`src/rtl/a429_rx_pkg.sv`:
```
package a429_rx_pkg;
  localparam int WORD_W = 32;
  localparam int IDX_W  = $clog2(WORD_W);

  // strobes from the framing control to the datapath
  typedef struct packed {
    logic             putBit;
    logic             bitVal;
    logic [IDX_W-1:0] bitIdx;
    logic             commit;
    logic             frameBad;
    logic             lineBad;
  } rxStb_t;
endpackage

```
`src/rtl/a429_rx_fifo.sv`:
```
module a429_rx_fifo #(
  parameter int W     = 33,
  parameter int DEPTH = 4
) (
  input  logic         clk,
  input  logic         rstN,
  input  logic         push,
  input  logic [W-1:0] din,
  input  logic         pop,
  output logic [W-1:0] dout,
  output logic         empty,
  output logic         full
);
  localparam int AW = (DEPTH > 1) ? $clog2(DEPTH) : 1;
  localparam int CW = $clog2(DEPTH + 1);
  localparam logic [AW-1:0] LAST = AW'(DEPTH - 1);
  localparam logic [CW-1:0] CMAX = CW'(DEPTH);

  logic [W-1:0]  mem [DEPTH];
  logic [AW-1:0] wrPtr, rdPtr;
  logic [CW-1:0] count;
  logic          doPop;

  assign empty = (count == '0);
  assign full  = (count == CMAX);
  assign doPop = pop && !empty;
  assign dout  = mem[rdPtr];

  always_ff @(posedge clk) begin
    if (push) mem[wrPtr] <= din;
  end

  always_ff @(posedge clk or negedge rstN) begin
    if (!rstN) begin
      wrPtr <= '0;
      rdPtr <= '0;
      count <= '0;
    end else begin
      if (push)  wrPtr <= (wrPtr == LAST) ? '0 : wrPtr + 1'b1;
      if (doPop) rdPtr <= (rdPtr == LAST) ? '0 : rdPtr + 1'b1;
      case ({push, doPop})
        2'b10:   count <= count + 1'b1;
        2'b01:   count <= count - 1'b1;
        default: count <= count;
      endcase
    end
  end

  // occupancy never exceeds the depth
  p_no_overflow_r9: assert property (@(posedge clk) disable iff (!rstN)
    count <= CMAX);
  // the datapath gates pushes on a full FIFO
  p_push_room_r9: assert property (@(posedge clk) disable iff (!rstN)
    push |-> !full);
endmodule

```
`src/rtl/a429_rx_ctrl.sv`:
```
module a429_rx_ctrl
  import a429_rx_pkg::*;
#(
  parameter int BIT_CLKS = 8,
  parameter int GAP_BITS = 2
) (
  input  logic   clk,
  input  logic   rstN,
  input  logic   legHi,
  input  logic   legLo,
  input  logic   slowRate,
  output rxStb_t stb
);
  localparam int SLOW_CLKS = 2 * BIT_CLKS;
  localparam int GAP_MAX   = GAP_BITS * SLOW_CLKS;
  localparam int CNT_W     = $clog2(GAP_MAX + 1);
  localparam logic [CNT_W-1:0] Q_FAST = CNT_W'(BIT_CLKS / 4 - 1);
  localparam logic [CNT_W-1:0] Q_SLOW = CNT_W'(SLOW_CLKS / 4 - 1);
  localparam logic [CNT_W-1:0] G_FAST = CNT_W'(GAP_BITS * BIT_CLKS);
  localparam logic [CNT_W-1:0] G_SLOW = CNT_W'(GAP_MAX);
  localparam logic [5:0] FULL_CNT = 6'(WORD_W);

  logic [1:0]       syncHi, syncLo;
  logic             hi, lo, isNull, prevNull, lineEdge;
  logic             armed, dropping;
  logic [CNT_W-1:0] phaseCnt, nullCnt, quarterLd, gapLim;
  logic [5:0]       bitCnt;
  logic             sampleNow, gapNow;

  assign hi        = syncHi[1];
  assign lo        = syncLo[1];
  assign isNull    = !hi && !lo;
  assign lineEdge  = prevNull && !isNull;
  assign quarterLd = slowRate ? Q_SLOW : Q_FAST;
  assign gapLim    = slowRate ? G_SLOW : G_FAST;
  assign sampleNow = armed && (phaseCnt == '0) && !isNull;
  assign gapNow    = isNull && (nullCnt == gapLim - 1'b1);

  always_ff @(posedge clk or negedge rstN) begin
    if (!rstN) begin
      syncHi   <= '0;
      syncLo   <= '0;
      prevNull <= 1'b1;
      armed    <= 1'b0;
      phaseCnt <= '0;
      nullCnt  <= '0;
    end else begin
      syncHi   <= {syncHi[0], legHi};
      syncLo   <= {syncLo[0], legLo};
      prevNull <= isNull;
      if (lineEdge) begin
        armed    <= 1'b1;
        phaseCnt <= quarterLd;
      end else if (armed) begin
        if (phaseCnt == '0) armed <= 1'b0;
        else                phaseCnt <= phaseCnt - 1'b1;
      end
      if (!isNull)               nullCnt <= '0;
      else if (nullCnt < gapLim) nullCnt <= nullCnt + 1'b1;
    end
  end

  always_comb begin
    stb = '0;
    if (sampleNow && !dropping) begin
      if (hi && lo)                  stb.lineBad  = 1'b1;
      else if (bitCnt == FULL_CNT)   stb.frameBad = 1'b1;
      else begin
        stb.putBit = 1'b1;
        stb.bitVal = hi;
        stb.bitIdx = (bitCnt < 6'd8) ? IDX_W'(6'd7 - bitCnt) : bitCnt[IDX_W-1:0];
      end
    end
    if (gapNow && !dropping) begin
      if (bitCnt == FULL_CNT)  stb.commit   = 1'b1;
      else if (bitCnt != '0)   stb.frameBad = 1'b1;
    end
  end

  always_ff @(posedge clk or negedge rstN) begin
    if (!rstN) begin
      bitCnt   <= '0;
      dropping <= 1'b0;
    end else if (gapNow) begin
      bitCnt   <= '0;
      dropping <= 1'b0;
    end else if (sampleNow && !dropping) begin
      if ((hi && lo) || bitCnt == FULL_CNT) begin
        bitCnt   <= '0;
        dropping <= 1'b1;
      end else begin
        bitCnt <= bitCnt + 1'b1;
      end
    end
  end

  // the bit count never passes a full word
  p_bitcnt_cap_r4: assert property (@(posedge clk) disable iff (!rstN)
    bitCnt <= FULL_CNT);
  // a dropped word leaves no partial count behind
  p_drop_empty_r4: assert property (@(posedge clk) disable iff (!rstN)
    dropping |-> bitCnt == '0);
endmodule

```
`src/rtl/a429_rx_dp.sv`:
```
module a429_rx_dp
  import a429_rx_pkg::*;
#(
  parameter int FIFO_DEPTH = 4,
  parameter int LABEL_W    = 8
) (
  input  logic               clk,
  input  logic               rstN,
  input  rxStb_t             stb,
  input  logic               cpuLblWe,
  input  logic [LABEL_W-1:0] cpuLblAddr,
  input  logic               cpuLblEn,
  input  logic               cpuRdEn,
  input  logic               cpuStatRd,
  output logic [WORD_W-1:0]  rdWord,
  output logic               rdParErr,
  output logic               fifoEmpty,
  output logic               fifoFull,
  output logic               overrun,
  output logic               frameErr,
  output logic               lineErr
);
  localparam int LABELS = 2 ** LABEL_W;

  logic [WORD_W-1:0] wordReg;
  logic [LABELS-1:0] lblTbl;
  logic              parBad, wantStore, push;

  assign parBad    = ~^wordReg;
  assign wantStore = stb.commit && lblTbl[wordReg[LABEL_W-1:0]];
  assign push      = wantStore && !fifoFull;

  always_ff @(posedge clk or negedge rstN) begin
    if (!rstN) begin
      wordReg  <= '0;
      lblTbl   <= '0;
      overrun  <= 1'b0;
      frameErr <= 1'b0;
      lineErr  <= 1'b0;
    end else begin
      if (stb.putBit) wordReg[stb.bitIdx] <= stb.bitVal;
      if (cpuLblWe)   lblTbl[cpuLblAddr] <= cpuLblEn;
      if (wantStore && fifoFull) overrun  <= 1'b1;
      else if (cpuStatRd)        overrun  <= 1'b0;
      if (stb.frameBad)          frameErr <= 1'b1;
      else if (cpuStatRd)        frameErr <= 1'b0;
      if (stb.lineBad)           lineErr  <= 1'b1;
      else if (cpuStatRd)        lineErr  <= 1'b0;
    end
  end

  a429_rx_fifo #(.W(WORD_W + 1), .DEPTH(FIFO_DEPTH)) uFifo (
    .clk   (clk),
    .rstN  (rstN),
    .push  (push),
    .din   ({parBad, wordReg}),
    .pop   (cpuRdEn),
    .dout  ({rdParErr, rdWord}),
    .empty (fifoEmpty),
    .full  (fifoFull)
  );

  // overrun only rises on the cycle after a completed word
  p_overrun_src_r9: assert property (@(posedge clk) disable iff (!rstN)
    $rose(overrun) |-> $past(stb.commit));
  // lineErr only rises after a sample with both legs high
  p_line_src_r7: assert property (@(posedge clk) disable iff (!rstN)
    $rose(lineErr) |-> $past(stb.lineBad));
endmodule

```
`src/rtl/a429_rx_top.sv`:
```
module a429_rx_top #(
  parameter int BIT_CLKS   = 8,
  parameter int GAP_BITS   = 2,
  parameter int FIFO_DEPTH = 4,
  parameter int LABEL_W    = 8
) (
  input  logic               clk,
  input  logic               rstN,
  input  logic               legHi,
  input  logic               legLo,
  input  logic               slowRate,
  input  logic               cpuLblWe,
  input  logic [LABEL_W-1:0] cpuLblAddr,
  input  logic               cpuLblEn,
  input  logic               cpuRdEn,
  input  logic               cpuStatRd,
  output logic [31:0]        rdWord,
  output logic               rdParErr,
  output logic               fifoEmpty,
  output logic               fifoFull,
  output logic               overrun,
  output logic               frameErr,
  output logic               lineErr
);
  a429_rx_pkg::rxStb_t stb;

  a429_rx_ctrl #(.BIT_CLKS(BIT_CLKS), .GAP_BITS(GAP_BITS)) uCtrl (
    .clk      (clk),
    .rstN     (rstN),
    .legHi    (legHi),
    .legLo    (legLo),
    .slowRate (slowRate),
    .stb      (stb)
  );

  a429_rx_dp #(.FIFO_DEPTH(FIFO_DEPTH), .LABEL_W(LABEL_W)) uDp (
    .clk        (clk),
    .rstN       (rstN),
    .stb        (stb),
    .cpuLblWe   (cpuLblWe),
    .cpuLblAddr (cpuLblAddr),
    .cpuLblEn   (cpuLblEn),
    .cpuRdEn    (cpuRdEn),
    .cpuStatRd  (cpuStatRd),
    .rdWord     (rdWord),
    .rdParErr   (rdParErr),
    .fifoEmpty  (fifoEmpty),
    .fifoFull   (fifoFull),
    .overrun    (overrun),
    .frameErr   (frameErr),
    .lineErr    (lineErr)
  );
endmodule

```
`config.mk`:
```
export PLATFORM = sky130hd
export DESIGN_NAME = a429_rx_top
export DESIGN_NICKNAME = d
export VERILOG_FILES = /design/src/rtl/a429_rx_pkg.sv /design/src/rtl/a429_rx_fifo.sv /design/src/rtl/a429_rx_ctrl.sv /design/src/rtl/a429_rx_dp.sv /design/src/rtl/a429_rx_top.sv
export SDC_FILE = /design/constraint.sdc
export NUM_CORES = 1
export LEC_CHECK = 0
export BUFFER_PORTS_ARGS = -buffer_cell sky130_fd_sc_hd__buf_2
export CAP_MARGIN = 20
export CELL_PAD_IN_SITES_DETAIL_PLACEMENT = 1
export CELL_PAD_IN_SITES_GLOBAL_PLACEMENT = 1
export CORE_UTILIZATION = 25
export DETAILED_ROUTE_END_ITERATION = 7
export PLACE_DENSITY = 0.48
export SETUP_SLACK_MARGIN = 0.15
export SLEW_MARGIN = 5
export SYNTH_ARGS = -nofsm -noshare
export SYNTH_HDL_FRONTEND = slang
export SYNTH_SLANG_ARGS = --single-unit
export TNS_END_PERCENT = 10
```
`constraint.sdc`:
```
create_clock -name clk -period 8.02 [get_ports clk]
set_input_delay 1.203 -clock clk [delete_from_list [all_inputs] [get_ports clk]]
set_output_delay 1.203 -clock clk [all_outputs]
set_load 0.05 [all_outputs]
```
# Word level (Yosys, flattened, before mapping)
# Memories as Yosys holds them, arrays and structs flattened.
# Index checks and enable logic that the tools add are counted.
totals:
  n_memories: 1
  wordCells: 120
  output_inout_bits: 38
  ff_bits: 323
  ramBits: 132
  in_bits: 17
  latchBits: 0
  romBits: 0
mem_list:
  columns: ["name", "depth", "word_bits", "read_ports", "rd_ports_with_merged_regs", "wr", "line", "text"]
  rows:
  - ["uDp.uFifo.mem", 4, 33, 1, 0, 1, "a429_rx_fifo.sv:19", "logic [W-1:0] mem [DEPTH];"]
classes:
  n_mul: 0
  n_lt_le_gt_ge: 7
  add_sub_neg: 9
  div: 0
  mux: 44
  bitwise_logic: 0
  n_eq_ne: 9
  shift: 0
  reduce_logical: 34
ops:
  columns: ["cell", "count"]
  rows:
  - ["256-bit bitwise mux", 1]
  - ["6-bit two-way mux", 9]
  - ["32-bit bitwise mux", 1]
  - ["32-bit XNOR reduction", 1]
  - ["7-bit two-way mux", 3]
  - ["1-bit two-way mux", 20]
  - ["8-bit by 9-bit < comparator with 1-bit output, second input constant", 2]
  - ["1-bit logical AND", 14]
  - ["2-bit nonzero test", 7]
  - ["6-bit by 1-bit adder with 6-bit output, second input constant", 2]
  - ["6-bit by 1-bit subtractor with 6-bit output, second input constant", 2]
  - ["2-bit two-way mux", 5]
  - ["1-bit binary-select mux with 8-bit select", 1]
  - ["1-bit demux with 8-bit select", 1]
  - ["8-bit by 1-bit >= comparator with 1-bit output, second input constant", 1]
  - ["2-bit == test, second input constant", 3]
  - ["6-bit == test", 1]
  - ["6-bit == test, second input constant", 1]
  - ["1-bit zero test", 6]
  - ["6-bit zero test", 1]
  - ["5-bit by 6-bit < comparator with 1-bit output, second input constant", 1]
  - ["6-bit by 4-bit < comparator with 1-bit output, second input constant", 1]
  - ["6-bit < comparator", 1]
  - ["3-bit case mux with 2 select lines", 1]
  - ["15 further kinds", 17]

# Logic depth before layout (Yosys ltp)
depth:
  word_depth: 13
  depth_mapped: 16

# Hierarchy
# From an unflattened synthesis, not the netlist that was laid out.
unflattened:
  cells_unflattened: 1578
  area_unflattened_um2: 21355.5
modules_own_cells:
  columns: ["mod", "n_inst", "cells_each", "area_per_inst_um2"]
  rows:
  - ["a429_rx_dp", 1, 1217, 14709.1]
  - ["a429_rx_fifo", 1, 213, 5242.5]
  - ["a429_rx_ctrl", 1, 148, 1403.8]

# Worst setup path after synthesis
# No wires, ideal clock.
synth_path:
  path_kind: "input-to-reg"
  start: "input slowRate"
  end: "memory uDp.uFifo.mem[0][0] (enable)"
  path_buffers: 0
  path_stages: 8
  t_required_ns: 7.597
  arrival_time_ns: 3.986
  setup_time_ns: 0.423
  setup_slack_ns: 3.611
  cell_sequence: "inv_1 > ha_1 > nor3b_1 > and4_1 > nand2b_1 > nor3_1 > nand3_4 > nor2_1"
synth_via:
  elab_chain_cells: 10
synth_rtl:
  columns: ["item", "line", "text"]
  rows:
  - ["from (decl)", "a429_rx_top.sv:11", "input logic slowRate,"]
  - ["6-bit two-way mux", "a429_rx_ctrl.sv:35", "assign gapLim = slowRate ? G_SLOW : G_FAST;"]
  - ["6-bit by 1-bit subtractor with 6-bit output", "a429_rx_ctrl.sv:37", "assign gapNow = isNull && (nullCnt == gapLim - 1'b1);"]
  - ["6-bit == test", "a429_rx_ctrl.sv:37", null]
  - ["1-bit logical AND", "a429_rx_ctrl.sv:37", null]
  - ["1-bit logical AND", "a429_rx_ctrl.sv:74", "if (gapNow && !dropping) begin"]
  - ["2-bit two-way mux", "a429_rx_ctrl.sv:74", null]
  - ["1-bit logical AND", "a429_rx_dp.sv:30", "assign wantStore = stb.commit && lblTbl[wordReg[LABEL_W-1:0]];"]
  - ["1-bit logical AND", "a429_rx_dp.sv:31", "assign push = wantStore && !fifoFull;"]
  - ["1-bit two-way mux", "a429_rx_fifo.sv:30", "if (push) mem[wrPtr] <= din;"]
  - ["1-bit two-way mux (implied by the code)", "a429_rx_fifo.sv:30", null]
  - ["to (decl)", "a429_rx_fifo.sv:19", null]
# No other way between the ends.

# Worst setup path in the final report
layout_path:
  start: "register uDp.wordReg[1]"
  end: "register uDp.uFifo.count[2]"
layout_via:
  elab_chain_cells: 6
layout_rtl:
  columns: ["item", "line", "text"]
  rows:
  - ["from (decl)", "a429_rx_dp.sv:25", "logic [WORD_W-1:0] wordReg;"]
  - ["from (signal, indexed assignment)", "a429_rx_dp.sv:41", "if (stb.putBit) wordReg[stb.bitIdx] <= stb.bitVal;"]
  - ["1-bit binary-select mux with 8-bit select (*)", "a429_rx_dp.sv:30", null]
  - ["1-bit two-way mux (implied by the code) (*)", "a429_rx_dp.sv:30", null]
  - ["1-bit logical AND (*)", "a429_rx_dp.sv:30", null]
  - ["1-bit logical AND (*)", "a429_rx_dp.sv:31", null]
  - ["2-bit by 1-bit == test with 1-bit output or 2-bit == test (tied branches)", "a429_rx_fifo.sv:41", "case ({push, doPop})"]
  - ["3-bit case mux with 2 select lines or 2-bit nonzero test (tied branches)", null, null]
  - ["to (signal assigned)", "a429_rx_fifo.sv:42", "2'b10: count <= count + 1'b1;"]
  - ["to (signal assigned)", "a429_rx_fifo.sv:43", "2'b01: count <= count - 1'b1;"]
  - ["to (signal assigned)", "a429_rx_fifo.sv:44", "default: count <= count;"]
  - ["to (decl)", "a429_rx_fifo.sv:21", "logic [CW-1:0] count;"]
# Mark *: on every way between the ends. The rest lies on a longest branch, timed or not. The select of a mux whose other input is x is not followed.
# A chain may end at the register's enable or synchronous reset.

==> run metrics <==
run status=finished clean; gate family responsible for the most delay along the worst path=flip-flops; global-route wire length before repair=94140 um; depth of the worst register-to-register path=13; number of antenna repair diodes=0; Detail Placement HPWL=38040 um; Via-to-Cell Ratio=4.609; dominant synthesized flop cell=sky130_fd_sc_hd__dfrtp_1; Crit path required time=8540 ps; Avg Cell Area, Syn=13.12 um2; number of global-route vias before repair=14317; final setup fails=0; EDFF count, synth=132; crit end category=flop; worst hold path type=flop to flop; initial antenna violation count=3; Critical Path Max Stage Delay=960 ps; total power divided by cell area=217.4 nW/um2; RSZ-0062 raised after global routing=false; Chip Height=295.1 um; GP Congestion=0.7473; maximum resistive drop on vdd=0.1425 mV; Worst Path Class, Setup=flop to flop; IO Port Bufs=54; endpoint of the worst register-to-register path=uDp.uFifo.count[2]$_DFFE_PN0P_; critical hold path startpoint=uCtrl.syncHi[0]$_DFF_PN0_; Max Cap Violations=0; count of synthesis-stage warnings from yosys=0; final total negative setup slack=0 ps; number of buffers on the longest clock path=3; post-route ant nets=0; Post CTS Setup Buffer Count=0; Post-route DRC=0; final cycle utilization of the critical path=0.6253; fmax=199.4 MHz; area growth from synthesis to layout=15.23%; Worst Setup Start Kind=flop; Worst path slowest cell=sky130_fd_sc_hd__dfrtp_4; overall global routing resource usage=0.1435; largest net degree at the start of global routing=140; Yosys reg bits=455; area of the die=87100 um2; cell chosen for the clock root=sky130_fd_sc_hd__clkbuf_16; time the worst path needs with I/O delays and setup=5015 ps; routed len/inst=21.54 um; count of different cell masters after synthesis=55; static power due to leakage=10.46 nW; Mapped Nets=1669; cell area after technology mapping=21480 um2; TritonCTS sink count=455; share of synthesized registers carrying an async set or reset=0.7099; # resized after CTS=0; clock network latency to the later pin of the worst-skew pair=600 ps; Worst Clk Skew=15.08 ps; Routed WL=61160 um; I/O pins=55; Rel. slew slack=0.2332; arrival time of data at the critical path endpoint=5530 ps; DRC violation total after the first TritonRoute iteration=659; clock tree from TritonCTS=built; maximum fanout encountered on the critical timing path=46; Least-Margin Pin Slew=1150 ps; total core area=85150 um2; length of the first detailed-routing pass in iterations=5; sequential area share after synthesis=0.5608; quantity of hold-fixing buffers added after cts=0; Die X=295.1 um; flop-to-flop setup slack=3000 ps; critical register-to-register path startpoint=uDp.wordReg[1]$_DFFE_PN0P_; Slew Viols, Final=0; number of standard-cell rows in the floorplan=107; Initial Utilization=0.2523; CTS clk-pin slew, worst paths=60 ps; cell-by-cell listing of the critical path=buf_4, mux4_2, mux4_2, a211oi_2, a211oi_1, or4_4, nand3_4, ha_1, inv_1, fa_1, xor2_1, nor2_1, xor2_1; number of nets in the layout=1686; fraction of final layout cells with drive strength greater than 1=0.3302; worst hold slack=363.7 ps; DR vias=13090; Inserted Clock Buffers=52; Hold Path Cell Cnt=0; Final Hold Violating Endpoints=0; total global routing overflow=0; CTS H-Tree Depth=2; cells after synthesis=1637; worst hold path endpoint=uCtrl.syncHi[1]$_DFF_PN0_; buffer and inverter count on the worst path=2
## worst max path at each step
stage	startpoint	to	slack (ps)	depth (start not counted)
final	uDp.wordReg[1]$_DFFE_PN0P_	uDp.uFifo.count[2]$_DFFE_PN0P_	3000	13
after global routing	uDp.wordReg[1]$_DFFE_PN0P_	uDp.uFifo.count[2]$_DFFE_PN0P_	2690	13
after CTS	uDp.wordReg[1]$_DFFE_PN0P_	uDp.uFifo.count[2]$_DFFE_PN0P_	2900	13
after detailed placement	uDp.wordReg[1]$_DFFE_PN0P_	uDp.uFifo.count[2]$_DFFE_PN0P_	2930	13
after global placement	uDp.wordReg[1]$_DFFE_PN0P_	uDp.uFifo.mem[3][31]$_DFFE_PP_	2950	9
after floorplan	slowRate	uDp.uFifo.mem[0][0]$_DFFE_PP_	3610	8
## power by group
part	internal (W)	switching [W]	total (W)
Sequential	0.00247	0.0000573	0.00253
Combinational	0.000203	0.000299	0.000502
Clock	0.00136	0.000992	0.00235
Total	0.00403	0.00135	0.00538
## final cells by class
class / count / area [um2]
Timing Repair Buffer: 87 / 640.6
Tap cell: 1144 / 1431
Sequential cell: 455 / 12060
Multi-Input combinational cell: 1037 / 8879
Clock inverter: 18 / 160.2
Inverter: 21 / 78.83
Fill cell: 9253 / 60390
Clock buffer: 78 / 1509
## state kept, by name (all words and copies together), names as in the netlist
name	count
uCtrl.bitCnt	6
uCtrl.phaseCnt	6
uDp.overrun	1
uDp.wordReg	32
uDp.uFifo.count	3
uDp.uFifo.wrPtr	2
uCtrl.prevNull	1
uCtrl.armed	1
uCtrl.dropping	1
uDp.lineErr	1
uDp.lblTbl	256
uCtrl.nullCnt	6
uCtrl.syncHi	2
uCtrl.syncLo	2
uDp.uFifo.rdPtr	2
uDp.uFifo.mem	132
uDp.frameErr	1
## metrics by stage
step	instances	instance area, um2	power, W	setup slack, ps	util
after floorplan	1637	21480	0.002908	3611	-
after detailed placement	2741	23040	0.003094	2927	0.2705
after CTS	2837	24700	0.005483	2903	0.2901
after global routing	2840	24750	0.005617	2694	0.2907
final	2840	24750	0.005382	3005	0.2907
after global placement	2733	22910	0.003073	2951	0.2690
## cell families (layout without fill, tap and decap cells)
family                   count (synthesis)  in the layout  share of synthesized area
AND/OR/NAND/NOR                        487            487                    0.09791
flip-flops                             455            455                     0.5608
multiplexers                           423            423                     0.2623
buffers and inverters                  145            204                    0.02860
AO/OA/AOI/OAI                           64             64                    0.02167
XOR/XNOR                                47             47                    0.01916
adder cells (fa/ha/maj)                 16             16                   0.009552
## metal layers
layer,vias to the layer above,track usage,part of all wire
met4,0,0.03690,0.022
met5,-,0,0
met1,6950,0.1966,0.46
met3,81,0.01804,0.030
met2,203,0.2392,0.49
li1,5856,-,-
## cells in the mapped netlist (all sizes together), types with 2 or more instances
master / n / area share
nor2: 97 / 0.017
nand2b: 10 / 0.0029
inv: 21 / 0.0037
a22oi: 7 / 0.0024
a22o: 7 / 0.0029
nand3: 8 / 0.0024
buf: 28 / 0.0082
a2111oi: 4 / 0.0016
edfxtp: 132 / 0.18
o211ai: 2 / 0.00070
nor4b: 3 / 0.0012
o22ai: 5 / 0.0015
a211oi: 8 / 0.0030
and3: 21 / 0.0061
or2: 2 / 0.00058
nor3b: 3 / 0.0010
nand2: 284 / 0.050
dfrtp: 322 / 0.38
nor4: 5 / 0.0015
a21oi: 11 / 0.0026
mux2i: 42 / 0.020
xor2: 14 / 0.0057
mux4: 79 / 0.084
nand4: 4 / 0.0012
nor2b: 16 / 0.0047
ha: 14 / 0.0082
or3: 3 / 0.00087
clkbuf: 96 / 0.017
o41ai: 2 / 0.00082
and4: 2 / 0.00082
mux2: 302 / 0.16
xnor2: 33 / 0.013
and2: 8 / 0.0023
nor3: 17 / 0.0040
o21ai: 6 / 0.0014
a221oi: 8 / 0.0033
## placed cells by master, fill, tap and decap left out, types with 23 or more instances in the layout
cell                        synthesis  routed
sky130_fd_sc_hd__xnor2_1           33      33
sky130_fd_sc_hd__buf_2              7      52
sky130_fd_sc_hd__mux2_2           300     300
sky130_fd_sc_hd__nand2_1          284     284
sky130_fd_sc_hd__nor2_1            97      92
sky130_fd_sc_hd__clkbuf_16          0      52
sky130_fd_sc_hd__dfrtp_1          322     318
sky130_fd_sc_hd__buf_4             10      23
sky130_fd_sc_hd__edfxtp_1         132     132
sky130_fd_sc_hd__mux4_2            72      72
sky130_fd_sc_hd__mux2i_1           42      42
Power figures use the tool's default switching activity.
